[src/rtl/spur_cal_pkg.sv]
package spur_cal_pkg;

  typedef enum logic [1:0] {
    ST_IDLE,
    ST_MEAS,
    ST_SCAN,
    ST_COMMIT
  } cal_state_t;

  typedef enum logic [1:0] {
    PH_SWEEP,
    PH_BASE,
    PH_BIT
  } cal_phase_t;

endpackage

[src/rtl/spur_meas_port.sv]
module spur_meas_port #(
  parameter int TMO_CYC = 64
) (
  input  logic clk,
  input  logic rst_n,
  input  logic launch_i,
  input  logic valid_i,
  output logic req_o,
  output logic got_o,
  output logic tmo_o
);
  localparam int TMO_W = $clog2(TMO_CYC + 1);
  localparam logic [TMO_W-1:0] CNT_LAST = TMO_W'(TMO_CYC - 1);

  logic             req_q, req_n;
  logic             wt_q, wt_n;
  logic [TMO_W-1:0] cnt_q, cnt_n;

  always_comb begin
    req_n = launch_i;
    wt_n  = wt_q;
    cnt_n = cnt_q;
    got_o = 1'b0;
    tmo_o = 1'b0;
    if (req_q) begin
      wt_n  = 1'b1;
      cnt_n = '0;
    end else if (wt_q) begin
      if (valid_i) begin
        got_o = 1'b1;
        wt_n  = 1'b0;
      end else if (cnt_q == CNT_LAST) begin
        tmo_o = 1'b1;
        wt_n  = 1'b0;
      end else begin
        cnt_n = cnt_q + 1'b1;
      end
    end
  end

  always_ff @(posedge clk or negedge rst_n) begin
    if (!rst_n) begin
      req_q <= 1'b0;
      wt_q  <= 1'b0;
      cnt_q <= '0;
    end else begin
      req_q <= req_n;
      wt_q  <= wt_n;
      cnt_q <= cnt_n;
    end
  end

  assign req_o = req_q;

  assert_req_single_R2: assert property (@(posedge clk) disable iff (!rst_n)
    req_q |=> !req_q);
  assert_no_req_in_wait_R2: assert property (@(posedge clk) disable iff (!rst_n)
    wt_q |-> !req_q);
  assert_tmo_bound_R9: assert property (@(posedge clk) disable iff (!rst_n)
    wt_q |-> (cnt_q <= CNT_LAST));

endmodule

[src/rtl/spur_peak_pick.sv]
module spur_peak_pick #(
  parameter int PWR_W = 16,
  parameter int DLY_W = 3
) (
  input  logic             clk,
  input  logic             rst_n,
  input  logic             clr_i,
  input  logic             wr_i,
  input  logic [DLY_W-1:0] wr_idx_i,
  input  logic [PWR_W-1:0] wr_pwr_i,
  input  logic             scan_i,
  input  logic [DLY_W-1:0] scan_idx_i,
  output logic [DLY_W-1:0] pick_idx_o
);
  localparam int NPTS  = 1 << DLY_W;
  localparam int SUM_W = PWR_W + DLY_W;

  logic [PWR_W-1:0] samp_q [NPTS];
  logic [PWR_W-1:0] samp_n [NPTS];
  logic [SUM_W-1:0] sum_q, sum_n;
  logic [PWR_W-1:0] best_dev_q, best_dev_n;
  logic [DLY_W-1:0] best_idx_q, best_idx_n;
  logic [PWR_W-1:0] mean, cur, dev, base_dev;
  logic [DLY_W-1:0] base_idx;
  logic             take;

  for (genvar g = 0; g < NPTS; g++) begin : g_samp
    localparam logic [DLY_W-1:0] SLOT = DLY_W'(g);
    always_comb samp_n[g] = (wr_i && (wr_idx_i == SLOT)) ? wr_pwr_i : samp_q[g];
    always_ff @(posedge clk or negedge rst_n) begin
      if (!rst_n) samp_q[g] <= '0;
      else        samp_q[g] <= samp_n[g];
    end
  end

  always_comb begin
    mean     = PWR_W'(sum_q >> DLY_W);
    cur      = samp_q[scan_idx_i];
    dev      = (cur >= mean) ? (cur - mean) : (mean - cur);
    base_dev = (scan_idx_i == '0) ? '0 : best_dev_q;
    base_idx = (scan_idx_i == '0) ? '0 : best_idx_q;
    take     = dev > base_dev;
    pick_idx_o = take ? scan_idx_i : base_idx;

    sum_n      = sum_q;
    best_dev_n = best_dev_q;
    best_idx_n = best_idx_q;
    if (clr_i)     sum_n = '0;
    else if (wr_i) sum_n = sum_q + SUM_W'(wr_pwr_i);
    if (scan_i) begin
      best_dev_n = take ? dev : base_dev;
      best_idx_n = pick_idx_o;
    end
  end

  always_ff @(posedge clk or negedge rst_n) begin
    if (!rst_n) begin
      sum_q      <= '0;
      best_dev_q <= '0;
      best_idx_q <= '0;
    end else begin
      sum_q      <= sum_n;
      best_dev_q <= best_dev_n;
      best_idx_q <= best_idx_n;
    end
  end

  assert_pick_not_ahead_R4: assert property (@(posedge clk) disable iff (!rst_n)
    scan_i |-> (pick_idx_o <= scan_idx_i));

endmodule

[src/rtl/spur_sar_step.sv]
module spur_sar_step #(
  parameter int PWR_W = 16,
  parameter int STR_W = 4,
  parameter int BIT_W = 2
) (
  input  logic [STR_W-1:0] str_i,
  input  logic [BIT_W-1:0] bit_i,
  input  logic [PWR_W-1:0] pwr_i,
  input  logic [PWR_W-1:0] ref_i,
  output logic             keep_o,
  output logic [STR_W-1:0] kept_o,
  output logic [STR_W-1:0] trial_o
);
  logic [STR_W-1:0] mask_cur, mask_low;

  always_comb begin
    mask_cur = STR_W'(1) << bit_i;
    mask_low = (bit_i == '0) ? '0 : (STR_W'(1) << (bit_i - 1'b1));
    keep_o   = pwr_i <= ref_i;
    kept_o   = keep_o ? str_i : (str_i & ~mask_cur);
    trial_o  = kept_o | mask_low;
  end

endmodule

[src/rtl/spur_ch_drive.sv]
module spur_ch_drive #(
  parameter int NUM_CH = 4,
  parameter int DLY_W  = 3,
  parameter int STR_W  = 4,
  parameter int CH_W   = 2
) (
  input  logic                     clk,
  input  logic                     rst_n,
  input  logic                     busy_i,
  input  logic                     done_i,
  input  logic [CH_W-1:0]          cur_ch_i,
  input  logic [DLY_W-1:0]         tr_dly_i,
  input  logic [STR_W-1:0]         tr_str_i,
  input  logic [NUM_CH*DLY_W-1:0]  fin_dly_i,
  input  logic [NUM_CH*STR_W-1:0]  fin_str_i,
  output logic [NUM_CH-1:0]        en_o,
  output logic [NUM_CH*DLY_W-1:0]  dly_o,
  output logic [NUM_CH*STR_W-1:0]  str_o
);
  for (genvar i = 0; i < NUM_CH; i++) begin : g_ch
    localparam logic [CH_W-1:0] IDX = CH_W'(i);
    always_comb begin
      en_o[i]                  = 1'b0;
      dly_o[i*DLY_W +: DLY_W]  = '0;
      str_o[i*STR_W +: STR_W]  = '0;
      if ((busy_i && (IDX < cur_ch_i)) || (!busy_i && done_i)) begin
        en_o[i]                 = 1'b1;
        dly_o[i*DLY_W +: DLY_W] = fin_dly_i[i*DLY_W +: DLY_W];
        str_o[i*STR_W +: STR_W] = fin_str_i[i*STR_W +: STR_W];
      end else if (busy_i && (IDX == cur_ch_i)) begin
        en_o[i]                 = 1'b1;
        dly_o[i*DLY_W +: DLY_W] = tr_dly_i;
        str_o[i*STR_W +: STR_W] = tr_str_i;
      end
    end
    if (i > 0) begin : g_chk
      assert_en_prefix_R6: assert property (@(posedge clk) disable iff (!rst_n)
        en_o[i] |-> en_o[i-1]);
    end
  end

endmodule

[src/rtl/spur_cal_ctrl.sv]
module spur_cal_ctrl
  import spur_cal_pkg::*;
#(
  parameter int NUM_CH  = 4,
  parameter int DLY_W   = 3,
  parameter int STR_W   = 4,
  parameter int PWR_W   = 16,
  parameter int TMO_CYC = 64
) (
  input  logic                     clk,
  input  logic                     rst_n,
  input  logic                     start_i,
  output logic                     meas_req_o,
  input  logic                     meas_valid_i,
  input  logic [PWR_W-1:0]         meas_pwr_i,
  output logic                     busy_o,
  output logic                     done_o,
  output logic                     err_o,
  output logic [NUM_CH-1:0]        ch_en_o,
  output logic [NUM_CH*DLY_W-1:0]  ch_dly_o,
  output logic [NUM_CH*STR_W-1:0]  ch_str_o
);
  localparam int CH_W = (NUM_CH > 1) ? $clog2(NUM_CH) : 1;
  localparam int BIT_W = (STR_W > 1) ? $clog2(STR_W) : 1;
  localparam logic [DLY_W-1:0] DLY_LAST = '1;
  localparam logic [STR_W-1:0] STR_MID = STR_W'(1) << (STR_W - 1);
  localparam logic [CH_W-1:0]  CH_LAST = CH_W'(NUM_CH - 1);
  localparam logic [BIT_W-1:0] BIT_TOP = BIT_W'(STR_W - 1);

  logic rst_m_q, rst_s_q, rst_sync_n;
  always_ff @(posedge clk or negedge rst_n) begin
    if (!rst_n) begin
      rst_m_q <= 1'b0;
      rst_s_q <= 1'b0;
    end else begin
      rst_m_q <= 1'b1;
      rst_s_q <= rst_m_q;
    end
  end
  assign rst_sync_n = rst_s_q;

  cal_state_t state_q, state_n;
  cal_phase_t phase_q, phase_n;
  logic [CH_W-1:0]         ch_q, ch_n;
  logic [DLY_W-1:0]        tr_dly_q, tr_dly_n;
  logic [STR_W-1:0]        tr_str_q, tr_str_n;
  logic [BIT_W-1:0]        bit_q, bit_n;
  logic [PWR_W-1:0]        ref_q, ref_n;
  logic [DLY_W-1:0]        scan_q, scan_n;
  logic                    done_q, done_n;
  logic                    err_q, err_n;
  logic [NUM_CH*DLY_W-1:0] fin_dly_q, fin_dly_n;
  logic [NUM_CH*STR_W-1:0] fin_str_q, fin_str_n;

  logic             launch, got, tmo, pk_clr, pk_wr, scan_en;
  logic [DLY_W-1:0] pick_idx;
  logic             keep;
  logic [STR_W-1:0] str_kept, str_trial;

  spur_meas_port #(.TMO_CYC(TMO_CYC)) u_port (
    .clk(clk), .rst_n(rst_sync_n), .launch_i(launch), .valid_i(meas_valid_i),
    .req_o(meas_req_o), .got_o(got), .tmo_o(tmo)
  );

  spur_peak_pick #(.PWR_W(PWR_W), .DLY_W(DLY_W)) u_peak (
    .clk(clk), .rst_n(rst_sync_n), .clr_i(pk_clr), .wr_i(pk_wr),
    .wr_idx_i(tr_dly_q), .wr_pwr_i(meas_pwr_i), .scan_i(scan_en),
    .scan_idx_i(scan_q), .pick_idx_o(pick_idx)
  );

  spur_sar_step #(.PWR_W(PWR_W), .STR_W(STR_W), .BIT_W(BIT_W)) u_sar (
    .str_i(tr_str_q), .bit_i(bit_q), .pwr_i(meas_pwr_i), .ref_i(ref_q),
    .keep_o(keep), .kept_o(str_kept), .trial_o(str_trial)
  );

  always_comb begin
    state_n   = state_q;
    phase_n   = phase_q;
    ch_n      = ch_q;
    tr_dly_n  = tr_dly_q;
    tr_str_n  = tr_str_q;
    bit_n     = bit_q;
    ref_n     = ref_q;
    scan_n    = scan_q;
    done_n    = done_q;
    err_n     = err_q;
    fin_dly_n = fin_dly_q;
    fin_str_n = fin_str_q;
    launch    = 1'b0;
    pk_clr    = 1'b0;
    pk_wr     = 1'b0;
    scan_en   = 1'b0;
    unique case (state_q)
      ST_IDLE: begin
        if (start_i) begin
          done_n   = 1'b0;
          err_n    = 1'b0;
          ch_n     = '0;
          tr_dly_n = '0;
          tr_str_n = STR_MID;
          phase_n  = PH_SWEEP;
          pk_clr   = 1'b1;
          launch   = 1'b1;
          state_n  = ST_MEAS;
        end
      end
      ST_MEAS: begin
        if (tmo) begin
          err_n   = 1'b1;
          state_n = ST_IDLE;
        end else if (got) begin
          unique case (phase_q)
            PH_SWEEP: begin
              pk_wr = 1'b1;
              if (tr_dly_q == DLY_LAST) begin
                scan_n  = '0;
                state_n = ST_SCAN;
              end else begin
                tr_dly_n = tr_dly_q + 1'b1;
                launch   = 1'b1;
              end
            end
            PH_BASE: begin
              ref_n    = meas_pwr_i;
              bit_n    = BIT_TOP;
              tr_str_n = STR_MID;
              phase_n  = PH_BIT;
              launch   = 1'b1;
            end
            default: begin
              if (keep) ref_n = meas_pwr_i;
              if (bit_q == '0) begin
                tr_str_n = str_kept;
                state_n  = ST_COMMIT;
              end else begin
                tr_str_n = str_trial;
                bit_n    = bit_q - 1'b1;
                launch   = 1'b1;
              end
            end
          endcase
        end
      end
      ST_SCAN: begin
        scan_en = 1'b1;
        if (scan_q == DLY_LAST) begin
          tr_dly_n = pick_idx;
          tr_str_n = '0;
          phase_n  = PH_BASE;
          launch   = 1'b1;
          state_n  = ST_MEAS;
        end else begin
          scan_n = scan_q + 1'b1;
        end
      end
      default: begin
        fin_dly_n[ch_q*DLY_W +: DLY_W] = tr_dly_q;
        fin_str_n[ch_q*STR_W +: STR_W] = tr_str_q;
        if (ch_q == CH_LAST) begin
          done_n  = 1'b1;
          state_n = ST_IDLE;
        end else begin
          ch_n     = ch_q + 1'b1;
          tr_dly_n = '0;
          tr_str_n = STR_MID;
          phase_n  = PH_SWEEP;
          pk_clr   = 1'b1;
          launch   = 1'b1;
          state_n  = ST_MEAS;
        end
      end
    endcase
  end

  always_ff @(posedge clk or negedge rst_sync_n) begin
    if (!rst_sync_n) begin
      state_q   <= ST_IDLE;
      phase_q   <= PH_SWEEP;
      ch_q      <= '0;
      tr_dly_q  <= '0;
      tr_str_q  <= '0;
      bit_q     <= '0;
      ref_q     <= '0;
      scan_q    <= '0;
      done_q    <= 1'b0;
      err_q     <= 1'b0;
      fin_dly_q <= '0;
      fin_str_q <= '0;
    end else begin
      state_q   <= state_n;
      phase_q   <= phase_n;
      ch_q      <= ch_n;
      tr_dly_q  <= tr_dly_n;
      tr_str_q  <= tr_str_n;
      bit_q     <= bit_n;
      ref_q     <= ref_n;
      scan_q    <= scan_n;
      done_q    <= done_n;
      err_q     <= err_n;
      fin_dly_q <= fin_dly_n;
      fin_str_q <= fin_str_n;
    end
  end

  assign busy_o = (state_q != ST_IDLE);
  assign done_o = done_q;
  assign err_o  = err_q;

  spur_ch_drive #(.NUM_CH(NUM_CH), .DLY_W(DLY_W), .STR_W(STR_W), .CH_W(CH_W)) u_drive (
    .clk(clk), .rst_n(rst_sync_n), .busy_i(busy_o), .done_i(done_q),
    .cur_ch_i(ch_q), .tr_dly_i(tr_dly_q), .tr_str_i(tr_str_q),
    .fin_dly_i(fin_dly_q), .fin_str_i(fin_str_q),
    .en_o(ch_en_o), .dly_o(ch_dly_o), .str_o(ch_str_o)
  );

  assert_done_err_excl_R8: assert property (@(posedge clk) disable iff (!rst_sync_n)
    !(done_q && err_q));
  assert_busy_not_done_R8: assert property (@(posedge clk) disable iff (!rst_sync_n)
    busy_o |-> !done_q);
  assert_err_disables_R9: assert property (@(posedge clk) disable iff (!rst_sync_n)
    err_q |-> (ch_en_o == '0));
  assert_scan_no_req_R2: assert property (@(posedge clk) disable iff (!rst_sync_n)
    (state_q == ST_SCAN) |-> !meas_req_o);

endmodule

[config.mk]
export PLATFORM = sky130hd
export DESIGN_NAME = spur_cal_ctrl
export DESIGN_NICKNAME = d
export VERILOG_FILES = /design/src/rtl/spur_cal_pkg.sv /design/src/rtl/spur_meas_port.sv /design/src/rtl/spur_peak_pick.sv /design/src/rtl/spur_sar_step.sv /design/src/rtl/spur_ch_drive.sv /design/src/rtl/spur_cal_ctrl.sv
export SDC_FILE = /design/constraint.sdc
export NUM_CORES = 1
export LEC_CHECK = 0
export BUFFER_PORTS_ARGS = -buffer_cell sky130_fd_sc_hd__buf_2
export CAP_MARGIN = 20
export CORE_ASPECT_RATIO = 0.75
export CORE_MARGIN = 5
export CORE_UTILIZATION = 60
export CTS_BUF_LIST = sky130_fd_sc_hd__clkbuf_16
export DETAILED_ROUTE_END_ITERATION = 10
export GPL_ROUTABILITY_DRIVEN = 0
export HOLD_SLACK_MARGIN = 0.1
export PLACE_DENSITY_LB_ADDON = 0.15
export RECOVER_POWER = 25
export REMOVE_ABC_BUFFERS = 1
export SYNTH_ARGS = -nofsm -noshare
export SYNTH_HDL_FRONTEND = slang
export SYNTH_SLANG_ARGS = --single-unit
[constraint.sdc]
create_clock -name clk -period 9.35 [get_ports clk]
set_input_delay 0.935 -clock clk [delete_from_list [all_inputs] [get_ports clk]]
set_output_delay 0.935 -clock clk [all_outputs]
set_load 0.02 [all_outputs]
Yosys cells after proc, flatten, opt, wreduce, memory -nomap -nowiden
Cells that the tools add are included.

operators by class
  add/subtract/negate cells = 10
  multipliers = 1
  order comparisons = 8
  equal/unequal tests = 36
  shift-type cells = 6
  mux-type cells = 116
  bitwise logic cells = 7
  reduce and logical (&&, ||, !) cells = 48

operator list
  operator                                                                 count
  16-bit two-way mux                                                       6
  4-bit negation with 34-bit output                                        2
  3-bit two-way mux                                                        22
  4-bit two-way mux                                                        16
  16-bit binary-select mux with 3-bit select                               1
  19-bit two-way mux                                                       2
  1-bit two-way mux                                                        35
  3-bit by 34-bit variable shift with 12-bit output, first input constant  1
  4-bit by 34-bit variable shift with 16-bit output, first input constant  1
  3-bit by 34-bit variable part select with 12-bit output                  1
  4-bit by 34-bit variable part select with 16-bit output                  1
  16-bit one-hot mux with 2 select lines                                   1
  16-bit subtractor                                                        2
  7-bit two-way mux                                                        4
  2-bit two-way mux                                                        13
  6-bit AND reduction                                                      4
  19-bit by 16-bit adder with 19-bit output                                1
  2-bit != test, second input constant                                     9
  1-bit logical AND                                                        17
  16-bit bitwise mux                                                       1
  16-bit greater-or-equal comparator                                       1
  16-bit greater-than comparator                                           1
  16-bit <= comparator                                                     1
  3-bit == test, second input constant                                     5
  other kinds (45)                                                         84

word-level totals
  register bits after elaboration = 241

Logic depth before layout (Yosys ltp)
Gate-level depths: netlist of run 1.

  depth after elaboration = 10
  gate-level depth with buffers = 27

Cells and area by module
A second synthesis of run 1 with hierarchy kept.

second synthesis, totals
  cells, all modules = 1323
  area total of the unflattened synthesis = 14725.4 um2

modules (own cells, without submodules)
  module          instances  cells each  area each (um2)  seq. area each (um2)
  spur_peak_pick  1          830         9868.2           4154.0
  spur_cal_ctrl   1          274         3165.5           1651.6
  spur_ch_drive   1          101         732.0            0.0
  spur_sar_step   1          75          505.5            0.0
  spur_meas_port  1          43          454.2            225.2

Worst setup path before layout of run 1
OpenSTA, ideal clock, no wires.

  path type = register to register
  start = reg scan_q[0]
  end = reg u_peak.best_dev_q[10]
  arrival time = 6.115 ns
  data required time = 9.284 ns
  slack = 3.169 ns
  stages on the path, launching flop included = 24
  path buffers = 3
  cell sequence = dfrtp_1 > clkbuf_1 > buf_1 > mux4_2 > nand2_1 > and2_1 > ha_1 > inv_1 > fa_1 > a21oi_4 > o211ai_2 > a2111oi_4 > o21bai_2 > mux2_4 > a22o_1 > a211oi_2 > xnor2_1 > ha_1 > nand4_1 > or2_2 > o32a_1 > o21ai_1 > clkbuf_1 > a22o_1

between the ends
  word-level cells in the longest chain between the ends = 8
  elaborated cells between the ends (all ways) = 12
  classes of those cells = 2 x add/sub; 2 x order compare; 6 x mux; 1 x bitwise; 1 x reduce/logical

RTL lines
  item                                                                            line                  RTL
  from (decl)                                                                     spur_cal_ctrl.sv:49   logic [DLY_W-1:0] scan_q, scan_n;
  from (signal assigned)                                                          spur_cal_ctrl.sv:197  scan_q <= scan_n;
  3-bit inverter with 4-bit output (implied by the code)                          spur_peak_pick.sv:38  cur = samp_q[scan_idx_i];
  16-bit binary-select mux with 3-bit select                                      spur_peak_pick.sv:38
  16-bit two-way mux (implied by the code) (2 in series)                          spur_peak_pick.sv:38
  16-bit subtractor / 16-bit greater-or-equal comparator (equally long branches)  spur_peak_pick.sv:39  dev = (cur >= mean) ? (cur - mean) : (mean - cur);
  16-bit two-way mux                                                              spur_peak_pick.sv:39
  16-bit greater-than comparator                                                  spur_peak_pick.sv:42  take = dev > base_dev;
  16-bit two-way mux (*)                                                          spur_peak_pick.sv:51  best_dev_n = take ? dev : base_dev;
  to (signal assigned)                                                            spur_peak_pick.sv:63  best_dev_q <= best_dev_n;
  to (decl)                                                                       spur_peak_pick.sv:21  logic [PWR_W-1:0] best_dev_q, best_dev_n;

Mark *: on every way between the ends. The rest lies on a longest branch, timed or not. The select of a mux whose other input is x is not followed.
A chain may end at the register's enable or synchronous reset.

Final worst setup path of run 1
  start = reg scan_q[0]
  end = reg u_peak.best_dev_q[4]

Same word-level chain as after synthesis.

==> results.sh, run 1 <==
export IMPL_status="finished with violations"
export IMPL_failed_checks="capacitance limit, slew limit"
export IMPL_utilization=0.671
export IMPL_regToRegSetupSlack_ns=2.48
export IMPL_end_kind="flop"
export IMPL_core_area_um2=23100
export IMPL_synth_seq_cells=241
export IMPL_cts_sinks=241
export IMPL_relSlewSlack=-1.56
export IMPL_clk_latency_ns=0.55
export IMPL_grt_pass1_wl_um=56800
export IMPL_post_cts_setup_buffers=0
export IMPL_die_y_um=143
export IMPL_cts_buffers=25
export IMPL_yosysUniqueCellTypes=71
export IMPL_cp_slowest_stage_delay_ns=0.85
export IMPL_synth_edf_count=0
export IMPL_area_growth_pct=9.95
export IMPL_die_w_um=187
export IMPL_worstPathArrival_ns=7.33
export IMPL_nets=1515
export IMPL_avgSynthCellArea_um2=10.4
export IMPL_vias_per_cell=6.14
export IMPL_wire_per_inst_um=20.3
export IMPL_placed_area_um2=14600
export IMPL_routed_wirelength_um=34600
export IMPL_maxSlewViolCount=138
export IMPL_synthesis_area_um2=14100
export IMPL_cts_path_max_buffers=3
export IMPL_rsz0062_at_grt="false"
export IMPL_antenna_found_initial=0
export IMPL_ys_seq_area_frac=0.429
export IMPL_htree_levels=1
export IMPL_synth_async_sr_flop_share=1.00
export IMPL_grt_usage=0.263
export IMPL_routed_via_count=10480
export IMPL_ir_worst_vdd_mv=0.195
export IMPL_portBuffers=55
export IMPL_grt_overflow=0
export IMPL_critical_path_slowest_cell="dfrtp_2"
export IMPL_grt_max_degree=76
export IMPL_die_area_um2=26700
export IMPL_reg2reg_to="u_peak.best_dev_q[4]"
export IMPL_ios=56
export IMPL_syn_inst=1348
export IMPL_grt_pass1_vias=10290
export IMPL_period_share=0.734
export IMPL_required_ns=9.82
export IMPL_setup_viol=0
export IMPL_critPathMaxFanout=22
export IMPL_fin_crit_ns=6.87
export IMPL_synthFlopType="dfrtp_1"
export IMPL_cap_violations=2
export IMPL_ant_nets=0
export IMPL_tightest_slew_ns=3.84
export IMPL_postCtsHoldBufs=0
export IMPL_ctsResizeCount=0
export IMPL_cts_tree="yes"
export IMPL_drtIter0Drc=793
export IMPL_hp_class="primary input to async pin"
export IMPL_worstSetupStartpointType="flop"
export IMPL_cp_top_family="compound AO/OA/AOI/OAI gates"
export IMPL_powerDensity_nw_per_um2=333
export IMPL_initial_core_util=0.610
export IMPL_drive_gt1_frac=0.194
export IMPL_dr_pass1_iters=5
export IMPL_critPathBufInv=3
export IMPL_timing_fmax_ghz=0.146
export IMPL_fin_setup_tns_ns=0
export IMPL_rows=48
export IMPL_worstRegToRegCells=22
export IMPL_post_route_drc_count=0
export IMPL_dp_final_hpwl_um=24100
export IMPL_clock_skew_ns=0.0214
export IMPL_cp_cell_sequence="buf_4 -> mux4_2 -> nand2_1 -> and2_1 -> inv_1 -> ha_1 -> a21oi_1 -> o21ai_1 -> o21ai_1 -> o21bai_2 -> buf_4 -> mux2_4 -> a22o_1 -> a211oi_2 -> xnor2_1 -> ha_1 -> nand4_1 -> or2_2 -> a21oi_1 -> o32a_1 -> and2_1 -> a22o_1"
export IMPL_diodes=0
export IMPL_p_leak_nw=7.49
export IMPL_clk_pin_slew_ns=0.06
export IMPL_cts_root_buf="clkbuf_16"
export IMPL_fin_area_um2=15500
export IMPL_hold_violations=0
export IMPL_worstReg2RegStart="scan_q[0]"
export IMPL_yosys_warnings=0
export IMPL_critPathKind="flop to flop"
logic make-up after synthesis:
| family | synth area share |
|---|---|
| AOI/OAI and AO/OA | 0.145 |
| xor gates and xnor gates | 0.0180 |
| adders and majority gates | 0.0958 |
| buffers and inverters | 0.0396 |
| DFF | 0.429 |
| muxes | 0.164 |
| other | 0.000266 |
| and+or+nand+nor | 0.110 |
Yosys cell counts (11+ instances only):
cell type | n | area, um^2
a21oi_1 | 66 | 330
a31oi_1 | 11 | 68.8
a22o_1 | 44 | 385
mux4_2 | 32 | 721
nor2b_1 | 12 | 75.1
mux2i_1 | 25 | 250
nand3_1 | 12 | 60.1
and2_1 | 22 | 138
ha_1 | 103 | 1290
nand2_1 | 190 | 713
xnor2_1 | 16 | 140
dfrtp_1 | 241 | 6030
nor3_1 | 14 | 70.1
nand4_1 | 12 | 75.1
o21ai_0 | 92 | 460
mux2_2 | 114 | 1280
xor2_1 | 13 | 114
inv_1 | 81 | 304
buf_1 | 12 | 45.0
a21o_1 | 24 | 180
clkbuf_1 | 45 | 169
o21ai_1 | 12 | 60.1
nor2_1 | 43 | 161
final cells by class:
class                   instances  area, um^2
well taps                     300         375
fillers                      1770        7590
repair buffers                 76         447
multi-input cells             962        7500
inverters                      83         312
clock buffers                  25         626
flip-flops and latches        241        6030
clock inverters                20         184
sequential cells by signal, indices dropped and copies added (netlist names), 2 cells and up:
name	flops
u_peak.samp_q	128
u_peak.sum_q	19
fin_str_q	16
ref_q	16
u_peak.best_dev_q	16
fin_dly_q	12
u_port.cnt_q	7
tr_str_q	4
scan_q	3
tr_dly_q	3
u_peak.best_idx_q	3
bit_q	2
ch_q	2
phase_q	2
state_q	2
where the power goes:
part,internal (mW),total [mW],switching [mW]
Clock,0.571,0.997,0.426
Combinational,1.12,2.59,1.47
Sequential,1.33,1.56,0.233
routing by layer:
metal,up-vias,global-route usage,share of wire
met4,0,0.0478,0.019
met3,48,0.0496,0.079
met2,352,0.389,0.42
met5,-,0,0
li1,4908,-,-
met1,5172,0.413,0.48
placed cells by master, fill, tap and decap left out, types with 4 or more instances in the layout:
cell type,n
clkbuf_16,25
a31oi_1,11
nand4_1,12
buf_2,54
a22o_1,44
a41oi_1,4
o21bai_1,7
a32o_1,7
a21oi_1,66
mux2_2,114
nand3_1,12
clkinv_2,4
clkinv_1,5
o31ai_1,6
nor2b_1,12
inv_1,87
buf_4,15
mux2i_1,24
ha_1,103
dfrtp_1,240
a21o_1,24
nor3_1,13
and3_1,5
xnor2_1,16
nand2b_1,8
o21a_1,5
nor2_1,43
mux4_2,32
nand2_1,190
and2_1,22
o211ai_1,4
xor2_1,13
or2_2,6
o21ai_0,92
o21ai_1,12
worst max path at each step:
stage,start,to,slack (ns),depth (start not counted)
CTS,scan_q[0],u_peak.best_dev_q[4],2.00,23
global route,scan_q[0],u_peak.best_dev_q[8],2.02,22
detailed placement,scan_q[0],u_peak.best_dev_q[4],2.03,23
finish,scan_q[0],u_peak.best_dev_q[4],2.48,22
global placement,scan_q[0],u_peak.best_dev_q[15],2.28,23
floorplan,rst_s_q,bit_q[0],2.14,0
stage by stage:
stage	hold WS (ns)	instances	worst slack (ns)	power (mW)
floorplan	0.331	1286	2.14	3.46
global placement	0.271	1657	2.28	4.05
detailed placement	0.274	1658	2.03	4.12
CTS	0.150	1703	2.00	5.13
global route	0.165	1707	2.02	5.55
finish	0.164	1707	2.48	5.15
Note: power is estimated with default switching activity, not from simulation.
==> run 2, diff against run 1 <==
Settings changed: CORE_UTILIZATION 60 to 57.
Clock period 9.35 ns to 5.96 ns, I/O delays scaled along.
==> run 2 against run 1 <==
  * The flow now finishes without violations
  * Clock power up 61%
  * First-iteration DRC count is 2.4% higher
  * Hold slack about the same
  * Critical path depth shrank 1
  * Non-clock buffer count grew 9
  * Global-route usage down 1.5 points
  * Wire length down 1.3%
  * Clock-buffer cell count up 1
  * Combinational power is 61% higher
  * Sequential power up 56%
  * Sequential cell count unchanged
  * Largest cell class unchanged
==> results.sh, run 2 (same netlist as run 1, synthesis figures left out) <==
export IMPL_period_share=0.952
export IMPL_cap_violations=0
export IMPL_largest_register="u_peak.samp_q"
export IMPL_routed_wirelength_um=34200
export IMPL_clock_skew_ns=0.0184
export IMPL_wire_per_inst_um=19.5
export IMPL_ant_nets=0
export IMPL_timing_fmax_ghz=0.176
export IMPL_cts_root_buf="clkbuf_16"
export IMPL_grt_overflow=0
export IMPL_diodes=0
export IMPL_dp_final_hpwl_um=23500
export IMPL_ir_worst_vdd_mv=0.324
export IMPL_cts_tree="yes"
export IMPL_ios=56
export IMPL_die_y_um=146
export IMPL_post_route_drc_count=0
export IMPL_portBuffers=55
export IMPL_vias_per_cell=5.94
export IMPL_powerDensity_nw_per_um2=522
export IMPL_cp_top_family="compound AO/OA/AOI/OAI gates"
export IMPL_grt_pass1_wl_um=56400
export IMPL_grt_max_degree=165
export IMPL_fin_area_um2=15700
export IMPL_worstPathArrival_ns=6.15
export IMPL_placed_area_um2=14800
export IMPL_maxSlewViolCount=0
export IMPL_final_common_cell="dfrtp_1"
export IMPL_cp_cell_sequence="buf_4 -> mux4_2 -> nand2_1 -> and2_1 -> inv_1 -> ha_1 -> a21o_1 -> a21oi_1 -> o21ai_0 -> a41oi_1 -> o21ai_0 -> a221oi_1 -> mux2i_1 -> xnor2_2 -> ha_1 -> nand4_1 -> or2_2 -> o32a_2 -> o21ai_1 -> buf_6 -> a22o_1"
export IMPL_nets=1525
export IMPL_clk_latency_ns=0.55
export IMPL_largest_register_ffs=128
export IMPL_tightest_slew_ns=1.14
export IMPL_grt_pass1_vias=10239
export IMPL_hold_violations=0
export IMPL_fin_setup_tns_ns=0
export IMPL_end_kind="flop"
export IMPL_final_cell_mix="dfrtp_1 (240), nand2_1 (190), mux2_2 (114), ha_1 (101), o21ai_0 (91)"
export IMPL_critPathKind="flop to flop"
export IMPL_drive_gt1_frac=0.205
export IMPL_required_ns=6.44
export IMPL_cp_slowest_stage_delay_ns=0.51
export IMPL_routed_via_count=10394
export IMPL_area_growth_pct=11.5
export IMPL_status="completed"
export IMPL_initial_core_util=0.583
export IMPL_clk_pin_slew_ns=0.06
export IMPL_relSlewSlack=0.238
export IMPL_critPathMaxFanout=16
export IMPL_grt_usage=0.248
export IMPL_cts_path_max_buffers=3
export IMPL_critPathBufInv=3
export IMPL_setup_viol=0
export IMPL_drtIter0Drc=812
export IMPL_antenna_found_initial=0
export IMPL_reg_largest_list="u_peak.samp_q (128), u_peak.sum_q (19)"
export IMPL_worstSetupStartpointType="flop"
export IMPL_p_leak_nw=7.59
export IMPL_hold_slack_ns=0.164
export IMPL_utilization=0.650
export IMPL_die_area_um2=28000
export IMPL_rows=49
export IMPL_fin_crit_ns=5.68
export IMPL_htree_levels=1
export IMPL_hp_class="flop to async pin"
export IMPL_core_area_um2=24200
export IMPL_cts_buffers=26
export IMPL_critical_path_slowest_cell="mux4_2"
export IMPL_dr_pass1_iters=6
export IMPL_cts_sinks=241
export IMPL_die_w_um=191
run 2: what timing repair did:
| item | CTS | global route |
|---|---|---|
| hold buffers | 1 | 0 |
| setup endpoints to repair | 0 | 22 |
| hold endpoints to repair | 2 | 0 |
| setup buffers | 0 | 2 |
| gates resized for setup | 0 | 11 |
run 2: path summary, 6_finish.rpt:
path,start,endpoint,slack [ns],depth (start not counted)
min,rst_s_q,u_port.cnt_q[1],0.16,0
max reg2reg,scan_q[0],u_peak.best_dev_q[9],0.28,21
min reg2reg,rst_s_q,u_port.cnt_q[1],0.16,0
max in group asynchronous,rst_s_q,scan_q[0],4.47,1
max,scan_q[0],u_peak.best_dev_q[9],0.28,21
min in group clk,rst_m_q,rst_s_q,0.35,0
run 2: report_power, final:
part / switching (mW) / total (mW) / internal, mW
registers: 0.349 / 2.43 / 2.08
logic: 2.35 / 4.16 / 1.82
clock network: 0.679 / 1.61 / 0.926
run 2: routing by layer:
metal | wire length (um) | up-vias | share of wire | GRT usage
met3 | 2210 | 50 | 0.065 | 0.0484
met4 | 674 | 0 | 0.020 | 0.0517
li1 | - | 4914 | - | -
met2 | 14300 | 307 | 0.42 | 0.351
met1 | 17000 | 5123 | 0.50 | 0.399
met5 | 0 | - | 0 | 0
run 2: layout make-up:
type,instances,area [um^2]
multi-input cells,962,7530
clock inverters,21,198
repair buffers,85,563
clock buffers,26,651
flip-flops and latches,241,6030
well taps,331,414
inverters,83,312
fillers,1973,8460
run 2: stage by stage:
step | power, mW | instances | setup WS (ns)
after floorplan | 5.42 | 1286 | -1.25
after global placement | 6.36 | 1696 | 0.242
after detailed placement | 6.48 | 1698 | 0.120
after CTS | 8.12 | 1746 | 0.0606
after global routing | 8.80 | 1749 | -0.0353
final | 8.20 | 1749 | 0.284
==> run 3, diff against run 2 <==
Settings changed: CORE_UTILIZATION 57 to 60.
Clock period 5.96 ns to 6.27 ns, I/O delays scaled along.
==> run 3 against run 2 <==
  * The run now ends with capacitance limit, slew limit left
  * Wire length is 0.39% higher
  * Fmax is 4.0% lower
  * Via count is 0.84% higher
  * Largest cell class unchanged
  * Largest power group unchanged
==> results.sh, run 3 (same netlist as run 1, synthesis figures left out) <==
export IMPL_status="finished with violations"
export IMPL_failed_checks="capacitance limit, slew limit"
export IMPL_seq_area_um2=6030
export IMPL_diodes=0
export IMPL_cp_slowest_stage_delay_ns=0.61
export IMPL_rsz0062_at_grt="false"
export IMPL_dp_final_hpwl_um=23500
export IMPL_p_leak_nw=7.51
export IMPL_hold_slack_ns=0.356
export IMPL_grt_max_degree=115
export IMPL_area_growth_pct=10.2
export IMPL_fin_setup_tns_ns=0
export IMPL_reg_largest_list="u_peak.samp_q (128), u_peak.sum_q (19)"
export IMPL_fill_cells=1752
export IMPL_cts_buffers=25
export IMPL_maxSlewViolCount=174
export IMPL_cts_path_max_buffers=3
export IMPL_final_cell_mix="dfrtp_1 (240), nand2_1 (190), mux2_2 (114), ha_1 (103), o21ai_0 (92)"
export IMPL_hold_violations=0
export IMPL_routed_via_count=10481
export IMPL_die_w_um=187
export IMPL_dr_pass1_iters=5
export IMPL_end_kind="flop"
export IMPL_clock_skew_ns=0.0138
export IMPL_required_ns=6.69
export IMPL_die_y_um=143
export IMPL_grt_pass1_vias=10391
export IMPL_final_common_cell="dfrtp_1"
export IMPL_initial_core_util=0.610
export IMPL_nets=1517
export IMPL_tightest_slew_ns=2.78
export IMPL_grt_usage=0.262
export IMPL_drtIter0Drc=812
export IMPL_die_area_um2=26700
export IMPL_powerDensity_nw_per_um2=498
export IMPL_antenna_found_initial=0
export IMPL_ant_nets=0
export IMPL_fin_crit_ns=5.91
export IMPL_worstSetupStartpointType="flop"
export IMPL_rows=48
export IMPL_placed_area_um2=14700
export IMPL_pwr_share_seq=0.300
export IMPL_largest_register_ffs=128
export IMPL_post_cts_setup_buffers=0
export IMPL_critPathMaxFanout=15
export IMPL_clockPowerShare=0.192
export IMPL_wire_per_inst_um=20.1
export IMPL_period_share=0.943
export IMPL_clk_latency_ns=0.54
export IMPL_htree_levels=1
export IMPL_routed_wirelength_um=34300
export IMPL_ios=56
export IMPL_clk_pin_slew_ns=0.06
export IMPL_critical_path_slowest_cell="dfrtp_4"
export IMPL_cts_sinks=241
export IMPL_worstPathArrival_ns=6.34
export IMPL_grt_pass1_wl_um=56700
export IMPL_setup_viol=0
export IMPL_hp_class="flop to flop"
export IMPL_vias_per_cell=6.13
export IMPL_critPathKind="flop to flop"
export IMPL_cp_cell_sequence="buf_12 -> mux4_2 -> nand2_1 -> and2_1 -> inv_1 -> ha_1 -> nand2_1 -> o21ai_1 -> o21ai_1 -> o21bai_2 -> mux2_4 -> a22o_1 -> a211oi_2 -> xnor2_1 -> ha_1 -> nand4_1 -> or2_2 -> o32a_1 -> and2_2 -> a22o_1"
export IMPL_drive_gt1_frac=0.197
export IMPL_cap_violations=2
export IMPL_timing_fmax_ghz=0.169
export IMPL_portBuffers=55
export IMPL_relSlewSlack=-0.855
export IMPL_internal_power_mw=4.53
export IMPL_ir_worst_vdd_mv=0.312
export IMPL_post_route_drc_count=0
export IMPL_pwr_share_comb=0.508
export IMPL_switching_share=0.414
export IMPL_largest_register="u_peak.samp_q"
export IMPL_p_sw_mw=3.20
export IMPL_utilization=0.672
export IMPL_multi_input_area_um2=7500
export IMPL_cts_root_buf="clkbuf_16"
export IMPL_grt_overflow=0
export IMPL_core_area_um2=23100
export IMPL_fin_area_um2=15500
export IMPL_cts_tree="yes"
[run 3: layer usage]
metal	vias up	wire, um	global-route usage
met5	-	0	0
met4	0	467	0.0370
met3	43	2380	0.0450
met2	329	14600	0.394
met1	5203	16900	0.412
li1	4906	-	-
[run 3: repair_timing]
item                                   4_1_cts  5_1_grt
hold buffers                                 1        0
gates resized for setup                      0        2
setup endpoints to repair                    0       19
endpoints found under the hold margin        2        0
[run 3: power groups by stage]
stage	Sequential (mW)	Combinational (mW)	Clock, mW
final	2.32	3.93	1.48
after global routing	2.38	4.35	1.58
after CTS	2.31	3.87	1.51
after detailed placement	2.33	3.84	0
after global placement	2.32	3.75	0
after floorplan	2.24	2.92	0
[run 3: through the flow]
stage | total power [mW] | std cells | worst slack [ns]
after floorplan | 5.15 | 1286 | -0.943
after global routing | 8.30 | 1709 | 0.0387
after detailed placement | 6.17 | 1661 | 0.221
after global placement | 6.06 | 1661 | 0.428
after CTS | 7.69 | 1707 | 0.214
final | 7.73 | 1709 | 0.357
[run 3: path summary, 6_finish.rpt]
path / start / to / slack [ns] / cells after the start
min in group asynchronous: rst_n / rst_s_q / 0.40 / 2
hold / removal: rst_m_q / rst_s_q / 0.36 / 0
max in group asynchronous: rst_s_q / fin_dly_q[6] / 1.61 / 1
hold reg to reg: rst_m_q / rst_s_q / 0.36 / 0
setup / recovery: scan_q[0] / u_peak.best_dev_q[1] / 0.36 / 20
setup reg to reg: scan_q[0] / u_peak.best_dev_q[1] / 0.36 / 20
[run 3: critical path: cells and delay by family (launching register included)]
family / cells / cell delay, ns
compound gates: 7 / 1.97
simple gates: 6 / 1.17
mux: 2 / 0.85
fa+ha+maj: 2 / 0.77
flops: 1 / 0.61
buf+inv: 2 / 0.28
xor+xnor: 1 / 0.12
[run 3: cell type report]
cell class | instances | share of cell area
inverters | 83 | 0.0201
repair buffers | 78 | 0.0307
multi-input cells | 962 | 0.484
well taps | 300 | 0.0242
clock inverters | 20 | 0.0118
clock buffers | 25 | 0.0403
flip-flops and latches | 241 | 0.389
